### src/rtl/ix_pkg.sv
package ix_pkg;
  localparam int FINE_LOG2 = 5;
  localparam int QTR       = 1 << FINE_LOG2;
  localparam int IDX_W     = FINE_LOG2 + 2;
  localparam int PCT_W     = 8;
  localparam int MODE_W    = 3;

  typedef logic [IDX_W-1:0]        idx_t;
  typedef logic signed [PCT_W-1:0] pct_t;

  localparam idx_t HOME_IDX = idx_t'(QTR / 2);

  // magnitude of 100*sin(k*90deg/QTR) for k in 0..QTR
  function automatic logic [6:0] qtr_mag(input logic [FINE_LOG2:0] k);
    logic [6:0] m;
    case (k)
      6'd0:  m = 7'd0;   6'd1:  m = 7'd5;   6'd2:  m = 7'd10;  6'd3:  m = 7'd15;
      6'd4:  m = 7'd20;  6'd5:  m = 7'd24;  6'd6:  m = 7'd29;  6'd7:  m = 7'd34;
      6'd8:  m = 7'd38;  6'd9:  m = 7'd43;  6'd10: m = 7'd47;  6'd11: m = 7'd51;
      6'd12: m = 7'd56;  6'd13: m = 7'd60;  6'd14: m = 7'd63;  6'd15: m = 7'd67;
      6'd16: m = 7'd71;  6'd17: m = 7'd74;  6'd18: m = 7'd77;  6'd19: m = 7'd80;
      6'd20: m = 7'd83;  6'd21: m = 7'd86;  6'd22: m = 7'd88;  6'd23: m = 7'd90;
      6'd24: m = 7'd92;  6'd25: m = 7'd94;  6'd26: m = 7'd96;  6'd27: m = 7'd97;
      6'd28: m = 7'd98;  6'd29: m = 7'd99;
      default: m = 7'd100;
    endcase
    return m;
  endfunction

  // signed sine percentage at a full-cycle index, folded from one quarter
  function automatic pct_t sin_pct(input idx_t i);
    logic [1:0]           quad;
    logic [FINE_LOG2-1:0] r;
    logic [FINE_LOG2:0]   k;
    pct_t                 p;
    quad = i[IDX_W-1 -: 2];
    r    = i[FINE_LOG2-1:0];
    k    = quad[0] ? ((FINE_LOG2+1)'(QTR) - {1'b0, r}) : {1'b0, r};
    p    = pct_t'({1'b0, qtr_mag(k)});
    return quad[1] ? -p : p;
  endfunction

  // table stride for a resolution code; codes past the finest clamp to 1
  function automatic idx_t stride_of(input logic [MODE_W-1:0] m);
    int sh;
    sh = (int'(m) > FINE_LOG2) ? FINE_LOG2 : int'(m);
    return idx_t'(QTR >> sh);
  endfunction
endpackage

### src/rtl/ix_edge.sv
module ix_edge (
  input  logic clk,
  input  logic rst_n,
  input  logic sig_i,
  output logic rise_o
);
  logic prev_q;

  always_ff @(posedge clk or negedge rst_n) begin
    if (!rst_n) prev_q <= 1'b0;
    else        prev_q <= sig_i;
  end

  assign rise_o = sig_i & ~prev_q;
endmodule

### src/rtl/ix_wake.sv
module ix_wake #(
  parameter int WAKE_CYC = 85000
) (
  input  logic clk,
  input  logic rst_n,
  input  logic pwr_up,
  output logic locked_o
);
  localparam int CNT_W = $clog2(WAKE_CYC + 1);

  logic [CNT_W-1:0] left_q;

  always_ff @(posedge clk or negedge rst_n) begin
    if (!rst_n)              left_q <= '0;
    else if (!pwr_up)        left_q <= CNT_W'(WAKE_CYC);
    else if (left_q != '0)   left_q <= left_q - 1'b1;
  end

  assign locked_o = (left_q != '0);
endmodule

### src/rtl/ix_phase.sv
module ix_phase
  import ix_pkg::*;
(
  input  logic              clk,
  input  logic              rst_n,
  input  logic              adv,
  input  logic              fwd,
  input  logic [MODE_W-1:0] mode,
  output idx_t              idx_q
);
  idx_t stride;

  assign stride = stride_of(mode);

  always_ff @(posedge clk or negedge rst_n) begin
    if (!rst_n)    idx_q <= HOME_IDX;
    else if (adv)  idx_q <= fwd ? (idx_q + stride) : (idx_q - stride);
  end
endmodule

### src/rtl/ix_coil.sv
module ix_coil
  import ix_pkg::*;
#(
  parameter int PHASE_OFS = 0
) (
  input  idx_t idx,
  input  logic drive,
  output pct_t pct
);
  localparam idx_t OFS = idx_t'(PHASE_OFS);

  idx_t ph;

  assign ph  = idx + OFS;
  assign pct = drive ? sin_pct(ph) : '0;
endmodule

### src/rtl/stepper_indexer.sv
module stepper_indexer
  import ix_pkg::*;
#(
  parameter int WAKE_CYC = 85000
) (
  input  logic                    clk,
  input  logic                    rst_n,
  input  logic                    step_i,
  input  logic                    dir_i,
  input  logic [2:0]              mode_i,
  input  logic                    en_n,
  input  logic                    pwr_up,
  output logic signed [PCT_W-1:0] coil_a,
  output logic signed [PCT_W-1:0] coil_b,
  output logic                    home_n
);
  localparam int N_WIND = 2;

  logic rise;
  logic locked;
  logic accept;
  logic drive;
  idx_t idx_q;
  pct_t wind [N_WIND];

  ix_edge u_edge (
    .clk    (clk),
    .rst_n  (rst_n),
    .sig_i  (step_i),
    .rise_o (rise)
  );

  ix_wake #(.WAKE_CYC(WAKE_CYC)) u_wake (
    .clk      (clk),
    .rst_n    (rst_n),
    .pwr_up   (pwr_up),
    .locked_o (locked)
  );

  assign accept = rise & ~en_n & pwr_up & ~locked;
  assign drive  = rst_n & ~en_n & pwr_up;

  ix_phase u_phase (
    .clk   (clk),
    .rst_n (rst_n),
    .adv   (accept),
    .fwd   (dir_i),
    .mode  (mode_i),
    .idx_q (idx_q)
  );

  // winding w is the sine shifted by w quarter cycles (A: sine, B: cosine)
  for (genvar w = 0; w < N_WIND; w++) begin : g_wind
    ix_coil #(.PHASE_OFS(w * QTR)) u_coil (
      .idx   (idx_q),
      .drive (drive),
      .pct   (wind[w])
    );
  end

  assign coil_a = wind[0];
  assign coil_b = wind[1];
  assign home_n = (idx_q != HOME_IDX);
endmodule

### config.mk
export PLATFORM = sky130hd
export DESIGN_NAME = stepper_indexer
export DESIGN_NICKNAME = d
export VERILOG_FILES = /design/src/rtl/ix_pkg.sv /design/src/rtl/ix_edge.sv /design/src/rtl/ix_wake.sv /design/src/rtl/ix_phase.sv /design/src/rtl/ix_coil.sv /design/src/rtl/stepper_indexer.sv
export SDC_FILE = /design/constraint.sdc
export NUM_CORES = 1
export LEC_CHECK = 0
export ABC_CLOCK_PERIOD_IN_PS = 11300
export CAP_MARGIN = 40
export CORE_MARGIN = 2
export CORE_UTILIZATION = 43
export DETAILED_ROUTE_END_ITERATION = 10
export PLACE_DENSITY_LB_ADDON = 0.12
export SETUP_SLACK_MARGIN = 0.02
export SLEW_MARGIN = 10
export SYNTH_ARGS = -nofsm -noshare
export SYNTH_HDL_FRONTEND = slang
export SYNTH_SLANG_ARGS = --single-unit
### constraint.sdc
create_clock -name clk -period 11.3 [get_ports clk]
set_clock_uncertainty 0.05 [all_clocks]
set_input_delay 3.39 -clock clk [delete_from_list [all_inputs] [get_ports clk]]
set_output_delay 3.39 -clock clk [all_outputs]
set_load 0.01 [all_outputs]
==> results of run 1 <==
==> metrics by stage <==
stage | utilization (%) | hold WS (ps) | total power [W]
after detailed placement | 48.41 | 468.5 | 0.0002455
after floorplan | - | 438.9 | 0.0002130
after global routing | 49.05 | 528.7 | 0.0003273
after CTS | 49.05 | 493.3 | 0.0003015
final | 49.05 | 486.1 | 0.0002993
after global placement | 48.31 | 459.0 | 0.0002446
==> worst register-to-register path: stages, from the launching register on <==
cell and delay (ps):
dfrtp_1 400, or4_4 570, nand4bb_4 260, or4_4 570, nand2b_1 340, mux2_1 380
==> layout make-up <==
type | count | area [um^2] | share of cell area [%]
clock inverter | 1 | 8.758 | 0.2299
multi-input combinational | 375 | 2639 | 69.26
tap | 102 | 127.6 | 3.350
clock buffer | 3 | 41.29 | 1.084
sequential | 25 | 626.9 | 16.45
inverter | 19 | 71.32 | 1.872
timing repair buffer | 31 | 295.3 | 7.750
==> cells by family after synthesis <==
| kind of cell | after synthesis | synth area share (%) |
|---|---|---|
| compound gates | 117 | 23.89 |
| flops | 25 | 18.13 |
| simple gates | 178 | 27.47 |
| xor+xnor | 35 | 9.085 |
| fa+ha+maj | 32 | 11.65 |
| buf+inv | 42 | 5.537 |
| mux | 13 | 4.235 |
==> power by group <==
part           leakage (nW)  internal [W]  switching (W)
registers             0.308     0.0000952     0.00000642
clock network        0.0261     0.0000258      0.0000294
logic                  1.23     0.0000631      0.0000793
total                  1.56      0.000184       0.000115
==> worst max path at each step <==
stage	to	slack [ps]	cells after the start
2_1_floorplan	coil_a[3]	3630	4
3_3_place_gp	coil_a[5]	2070	5
3_5_place_dp	coil_a[5]	2000	5
4_1_cts	coil_a[5]	2000	5
5_1_grt	coil_a[5]	1740	5
6_report	coil_a[5]	2050	5
==> layer usage <==
layer	vias to the layer above	share of wire [%]	track usage, %
li1	1609	-	-
met1	1451	49	28.29
met2	85	46	30.58
met3	6	4.5	1.926
met4	0	0.68	2.657
met5	-	0	0
==> flip-flops by register name, summed over array words and instances, names as in the netlist <==
register	flops
u_edge.prev_q	1
u_phase.idx_q	7
u_wake.left_q	17
==> cells in the final DEF, fill, tap and decap left out, types with 3 or more instances in the layout <==
master	instances
nor2_1	48
nand2_1	44
ha_1	29
clkdlybuf4s50_1	25
dfrtp_1	24
o21ai_0	22
a21oi_1	19
xor2_1	19
inv_1	18
xnor2_1	15
nor3_1	14
nand3_1	13
and2_1	10
mux2i_1	9
nand2b_1	8
a21o_1	8
a31oi_1	8
o21ai_1	8
nor2b_1	7
nand3b_1	6
o211ai_1	6
a21boi_0	6
buf_4	6
or2_2	4
and3_1	4
or3_1	4
o31ai_1	3
o221ai_1	3
a41oi_1	3
o22ai_1	3
clkbuf_8	3
==> results.tsv, run 1 <==
stage	metric	value	unit
die	IO Count	26	
clocking	TritonCTS clock tree	done	
yosys	Distinct cells, synth	77	
timing	final worst setup slack	2050	ps
critical_path	Cell Chain, Critical Path	clkdlybuf4s50_1, nand3b_1, nand3b_1, mux2i_1, clkdlybuf4s50_1	
die	die area	0.008773	mm^2
critical_path	Largest delay share family, worst path	buffers and inverters	
clocking	Clock transition at path regs	90	ps
cells_and_area	fraction of layout cells with a size suffix above 1	8.811	%
clocking	root buffer cell	clkbuf_8	
yosys	top cells by area, synth	dfrtp_1 (17%), ha_1 (10%), nor2_1 (5.2%), xor2_1 (4.8%), nand2_1 (4.8%)	
detailed_routing	Vias/cell	5.667	
placement	pre-CTS setup slack	1996	ps
global_routing	vias in the first global route	2918	
die	die width	93.67	um
timing	Slew headroom	45.16	%
clocking	hold_buf cts	0	
global_routing	initial antenna violation count	0	
yosys	Synth async-reset ratio	100.0	%
critical_path	R2R Setup Slk	8630	ps
global_routing	total global routing overflow	0	
power_and_ir_drop	leakage power	1.563	nW
detailed_routing	DR DRC count	0	
placement	Placed Instances	552	
run_status	status	finished clean	
critical_path	Worst EP required	7860	ps
cells_and_area	Synth-to-Final Area Change	10.21	%
timing	Final Slew Violations	0	
placement	IO Port Bufs	25	
timing	fmax	0.1081	GHz
clocking	Clk Latency, worst-skew pair	270	ps
critical_path	CP startpoint kind	primary input	
critical_path	crit end category	output pin	
yosys	post-synthesis register bit count	25	
worst_hold_path	Hold Path Class	reg2reg	
yosys	Post-Syn Area per Cell	7.821	um^2
timing	final worst-path cycle share	81.86	%
placement	placed cell area	0.003760	mm^2
timing	worst slew pin tran	819.8	ps
detailed_routing	Routed WL	7749	um
die	die height	93.67	um
power_and_ir_drop	PwrDens	78.55	mW/mm^2
run	MaxCap Viol Count	0	
cells_and_area	antenna diode count	0	
yosys	Post-synth EDFFs	0	
yosys	synth cell count leaders	nor2_1 (48), nand2_1 (44), ha_1 (29)	
clocking	post-cts sizing count	0	
yosys	biggest area consumer among synthesized cells	dfrtp_1	
placement	dpl hpwl	5794	um
power_and_ir_drop	worst vdd ir	72.93	uV
die	starting density of the core	44.51	%
timing	minimum clock period	9250	ps
cells_and_area	Final Cell Area	0.003810	mm^2
detailed_routing	Final ANT Viol Nets	0	
timing	final setup fails	0	
cells_and_area	Nets	494	
yosys	Gate Count Post-Synth	442	
die	core footprint	0.007767	mm^2
critical_path	crit-path max FO	19	
critical_path	reg2reg end	u_phase.idx_q[0]	
yosys	Main synth FF type	dfrtp_1	
yosys	Syn. warnings	0	
critical_path	crit path from	pwr_up	
detailed_routing	first drt pass iteration count	5	
yosys	post-synth top area share	17.37	%
critical_path	CP arrival	5810	ps
timing	RSZ-0062 raised after global routing	no	
worst_hold_path	Hold Crit Depth	2	
detailed_routing	drt initial violations	207	
cells_and_area	fin cells	556	
detailed_routing	DR WL/cell	13.94	um
critical_path	WP buf/inv	2	
critical_path	Slowest Stage Delay on Critical Path	830	ps
global_routing	first-pass GRT wire length	13910	um
clocking	Setup Buffers After CTS	0	
yosys	Seq/Total Area, Yosys	18.13	%
clocking	Num CTS Buffers	3	
critical_path	R2R depth	5	
critical_path	Setup Crit Path Kind	in2out	
clocking	Sink Count	25	
die	num rows	32	
cells_and_area	# fillers	769	
critical_path	r2r startpoint	u_wake.left_q[9]	
timing	Fin. Hold Viols	0	
global_routing	largest net degree at the start of global routing	39	
global_routing	total track usage	19.02	%
yosys	count leader, synth	nor2_1	
timing	Setup TNS	0	ps
critical_path	Max stage delay cell, worst path	clkdlybuf4s50_1	
yosys	post-synthesis net count	481	
clocking	Max Root-Sink Buffers	2	
worst_hold_path	Hold Path Sink	u_wake.left_q[14]	
placement	Final Wtd Congestion	0.8166	
worst_hold_path	Worst Hold Launch	u_wake.left_q[14]	
yosys	post-synth design cell area	0.003457	mm^2
clocking	H-tree lvl count	1	
detailed_routing	Vias	3151	
No activity file was read; power rests on OpenSTA's default activity.
==> run 2: changes to the inputs <==
--- a/config.mk
+++ b/config.mk
@@ -5,7 +5,7 @@
 export SDC_FILE = /design/constraint.sdc
 export NUM_CORES = 1
 export LEC_CHECK = 0
-export ABC_CLOCK_PERIOD_IN_PS = 11300
+export ABC_CLOCK_PERIOD_IN_PS = 9200
 export CAP_MARGIN = 40
 export CORE_MARGIN = 2
 export CORE_UTILIZATION = 43
==> constraint.sdc (replaced) <==
create_clock -name clk -period 9.2 [get_ports clk]
set_clock_uncertainty 0.05 [all_clocks]
set_input_delay 2.76 -clock clk [delete_from_list [all_inputs] [get_ports clk]]
set_output_delay 2.76 -clock clk [all_outputs]
set_load 0.01 [all_outputs]
==> run 2 against run 1 <==
Effect of this change:
- power rose by 22%
- combinational power rose by 24%
- first-iteration DRC count fell by 3.9%
- clock power rose by 15%
==> results.tsv, run 2 (synthesis results as in run 1) <==
stage	metric	value	unit	change
run_status	status	finished clean		
critical_path	Setup Crit Path Kind	in2out		
cells_and_area	# fillers	814		+5.9%
worst_hold_path	Hold Crit Depth	2		unchanged
detailed_routing	Vias	3133		-0.57%
critical_path	R2R depth	5		unchanged
power_and_ir_drop	PwrDens	95.63	mW/mm^2	+22%
global_routing	vias in the first global route	2799		-4.1%
cells_and_area	register area	626.9	um^2	unchanged
critical_path	Worst EP required	6390	ps	-1470 ps
cells_and_area	Synth-to-Final Area Change	10.10	%	about the same
timing	fmax	0.1273	GHz	
die	num rows	32		unchanged
clocking	Sink Count	25		unchanged
placement	placed cell area	0.003760	mm^2	unchanged
cells_and_area	multi-input logic area	0.002639	mm^2	unchanged
placement	Final Wtd Congestion	0.8233		+0.82%
global_routing	total track usage	18.12	%	-0.90 points
critical_path	crit end category	output pin		
power_and_ir_drop	leakage power	1.563	nW	about the same
clocking	Clock transition at path regs	80	ps	about the same
die	core footprint	0.007767	mm^2	unchanged
timing	worst slew pin tran	792.9	ps	-26.85 ps
detailed_routing	Final ANT Viol Nets	0		unchanged
cells_and_area	Largest regs	u_wake.left_q: 17 flops, u_phase.idx_q: 7 flops, u_edge.prev_q: 1 flops		
detailed_routing	drt initial violations	199		-3.9%
cells_and_area	antenna diode count	0		unchanged
cells_and_area	most frequent cells in the layout	nor2_1 (48), nand2_1 (44), ha_1 (29)		
timing	final setup fails	0		unchanged
timing	Final Slew Violations	0		unchanged
timing	Fin. Hold Viols	0		unchanged
clocking	TritonCTS clock tree	done		
detailed_routing	first drt pass iteration count	5		unchanged
detailed_routing	Routed WL	7816	um	+0.86%
global_routing	initial antenna violation count	0		unchanged
detailed_routing	DR WL/cell	14.06	um	+0.86%
die	die area	0.008773	mm^2	unchanged
cells_and_area	fraction of layout cells with a size suffix above 1	8.811	%	unchanged
timing	Slew headroom	46.96	%	+1.8 points
global_routing	first-pass GRT wire length	13310	um	-4.3%
clocking	Setup Buffers After CTS	0		unchanged
run	MaxCap Viol Count	0		unchanged
cells_and_area	fin cells	556		unchanged
clocking	H-tree lvl count	1		unchanged
cells_and_area	number of flip-flops in the largest register	17		unchanged
timing	Setup TNS	0	ps	unchanged
placement	IO Port Bufs	25		unchanged
cells_and_area	commonest non-fill, non-tap cell in the layout	nor2_1		
die	die width	93.67	um	unchanged
detailed_routing	DR DRC count	0		unchanged
die	IO Count	26		unchanged
timing	RSZ-0062 raised after global routing	no		
power_and_ir_drop	total power	0.0003640	W	+22%
critical_path	CP arrival	5040	ps	-770 ps
power_and_ir_drop	worst vdd ir	90.02	uV	+23%
global_routing	largest net degree at the start of global routing	39		unchanged
critical_path	crit-path max FO	26		+7
clocking	root buffer cell	clkbuf_8		
timing	final worst-path cycle share	85.36	%	
placement	Placed Instances	552		unchanged
critical_path	CP startpoint kind	primary input		
clocking	Num CTS Buffers	3		unchanged
clocking	Clk Latency, worst-skew pair	270	ps	about the same
placement	dpl hpwl	5847	um	+0.93%
detailed_routing	Vias/cell	5.635		-0.57%
cells_and_area	register with the most flip-flops	u_wake.left_q		
worst_hold_path	Hold Path Class	reg2reg		
cells_and_area	Final Cell Area	0.003806	mm^2	about the same
cells_and_area	Nets	494		unchanged
clocking	post-cts sizing count	0		unchanged
die	starting density of the core	44.51	%	unchanged
clocking	hold_buf cts	0		unchanged
die	die height	93.67	um	unchanged
clocking	Max Root-Sink Buffers	2		unchanged
timing	minimum clock period	7854	ps	
global_routing	total global routing overflow	0		unchanged
run 2: cell types whose count changed in the layout (fill, tap and decap cells not counted), sizes merged:
cell and change:
inv -1, clkinv +1
run 2: layout make-up:
| class | count | share of cell area [%] |
|---|---|---|
| Multi-Input combinational cell | 375 | 69.33 |
| Sequential cell | 25 | 16.47 |
| Timing Repair Buffer | 31 | 7.758 |
| Tap cell | 102 | 3.353 |
| Inverter | 19 | 1.874 |
| Clock buffer | 3 | 1.085 |
| Clock inverter | 1 | 0.1315 |
run 2: final timing paths:
kind                                      to              start  slack [ps]
max reg2reg                 u_phase.idx_q[0]   u_wake.left_q[8]        6500
min in group asynchronous  u_wake.left_q[12]              rst_n        2800
max                                coil_a[5]              rst_n        1350
max in group asynchronous   u_phase.idx_q[4]              rst_n        6000
min                        u_wake.left_q[14]  u_wake.left_q[14]         480
min reg2reg                u_wake.left_q[14]  u_wake.left_q[14]         480
run 2: routing by layer:
| layer | vias up | share of wire (%) | track usage [%] |
|---|---|---|---|
| li1 | 1602 | - | - |
| met1 | 1460 | 52 | 27.02 |
| met2 | 69 | 44 | 29.50 |
| met3 | 2 | 3.4 | 1.766 |
| met4 | 0 | 0.19 | 1.691 |
| met5 | - | 0 | 0 |
run 2: per-stage QoR:
step | hold WS (ps) | setup slack [ps] | utilization [%]
floorplan | 438.9 | 2785 | -
global placement | 458.7 | 1343 | 48.41
detailed placement | 470.1 | 1292 | 48.41
CTS | 489.7 | 1289 | 49.00
global route | 510.1 | 1076 | 49.00
finish | 482.3 | 1346 | 49.00
run 2: worst max-delay path, stage by stage:
cell	delay, ps
clkdlybuf4s50_1	450
buf_4	310
nand3b_1	500
nand3b_1	330
mux2i_1	130
clkdlybuf4s50_1	540
run 2: report_power, final:
| part | total, W | internal, W | leakage (nW) | switching [W] |
|---|---|---|---|---|
| registers | 0.000125 | 0.000117 | 0.308 | 0.00000781 |
| clock network | 0.0000634 | 0.0000303 | 0.0255 | 0.0000331 |
| logic | 0.000176 | 0.0000777 | 1.23 | 0.0000981 |
| total | 0.000364 | 0.000225 | 1.56 | 0.000139 |
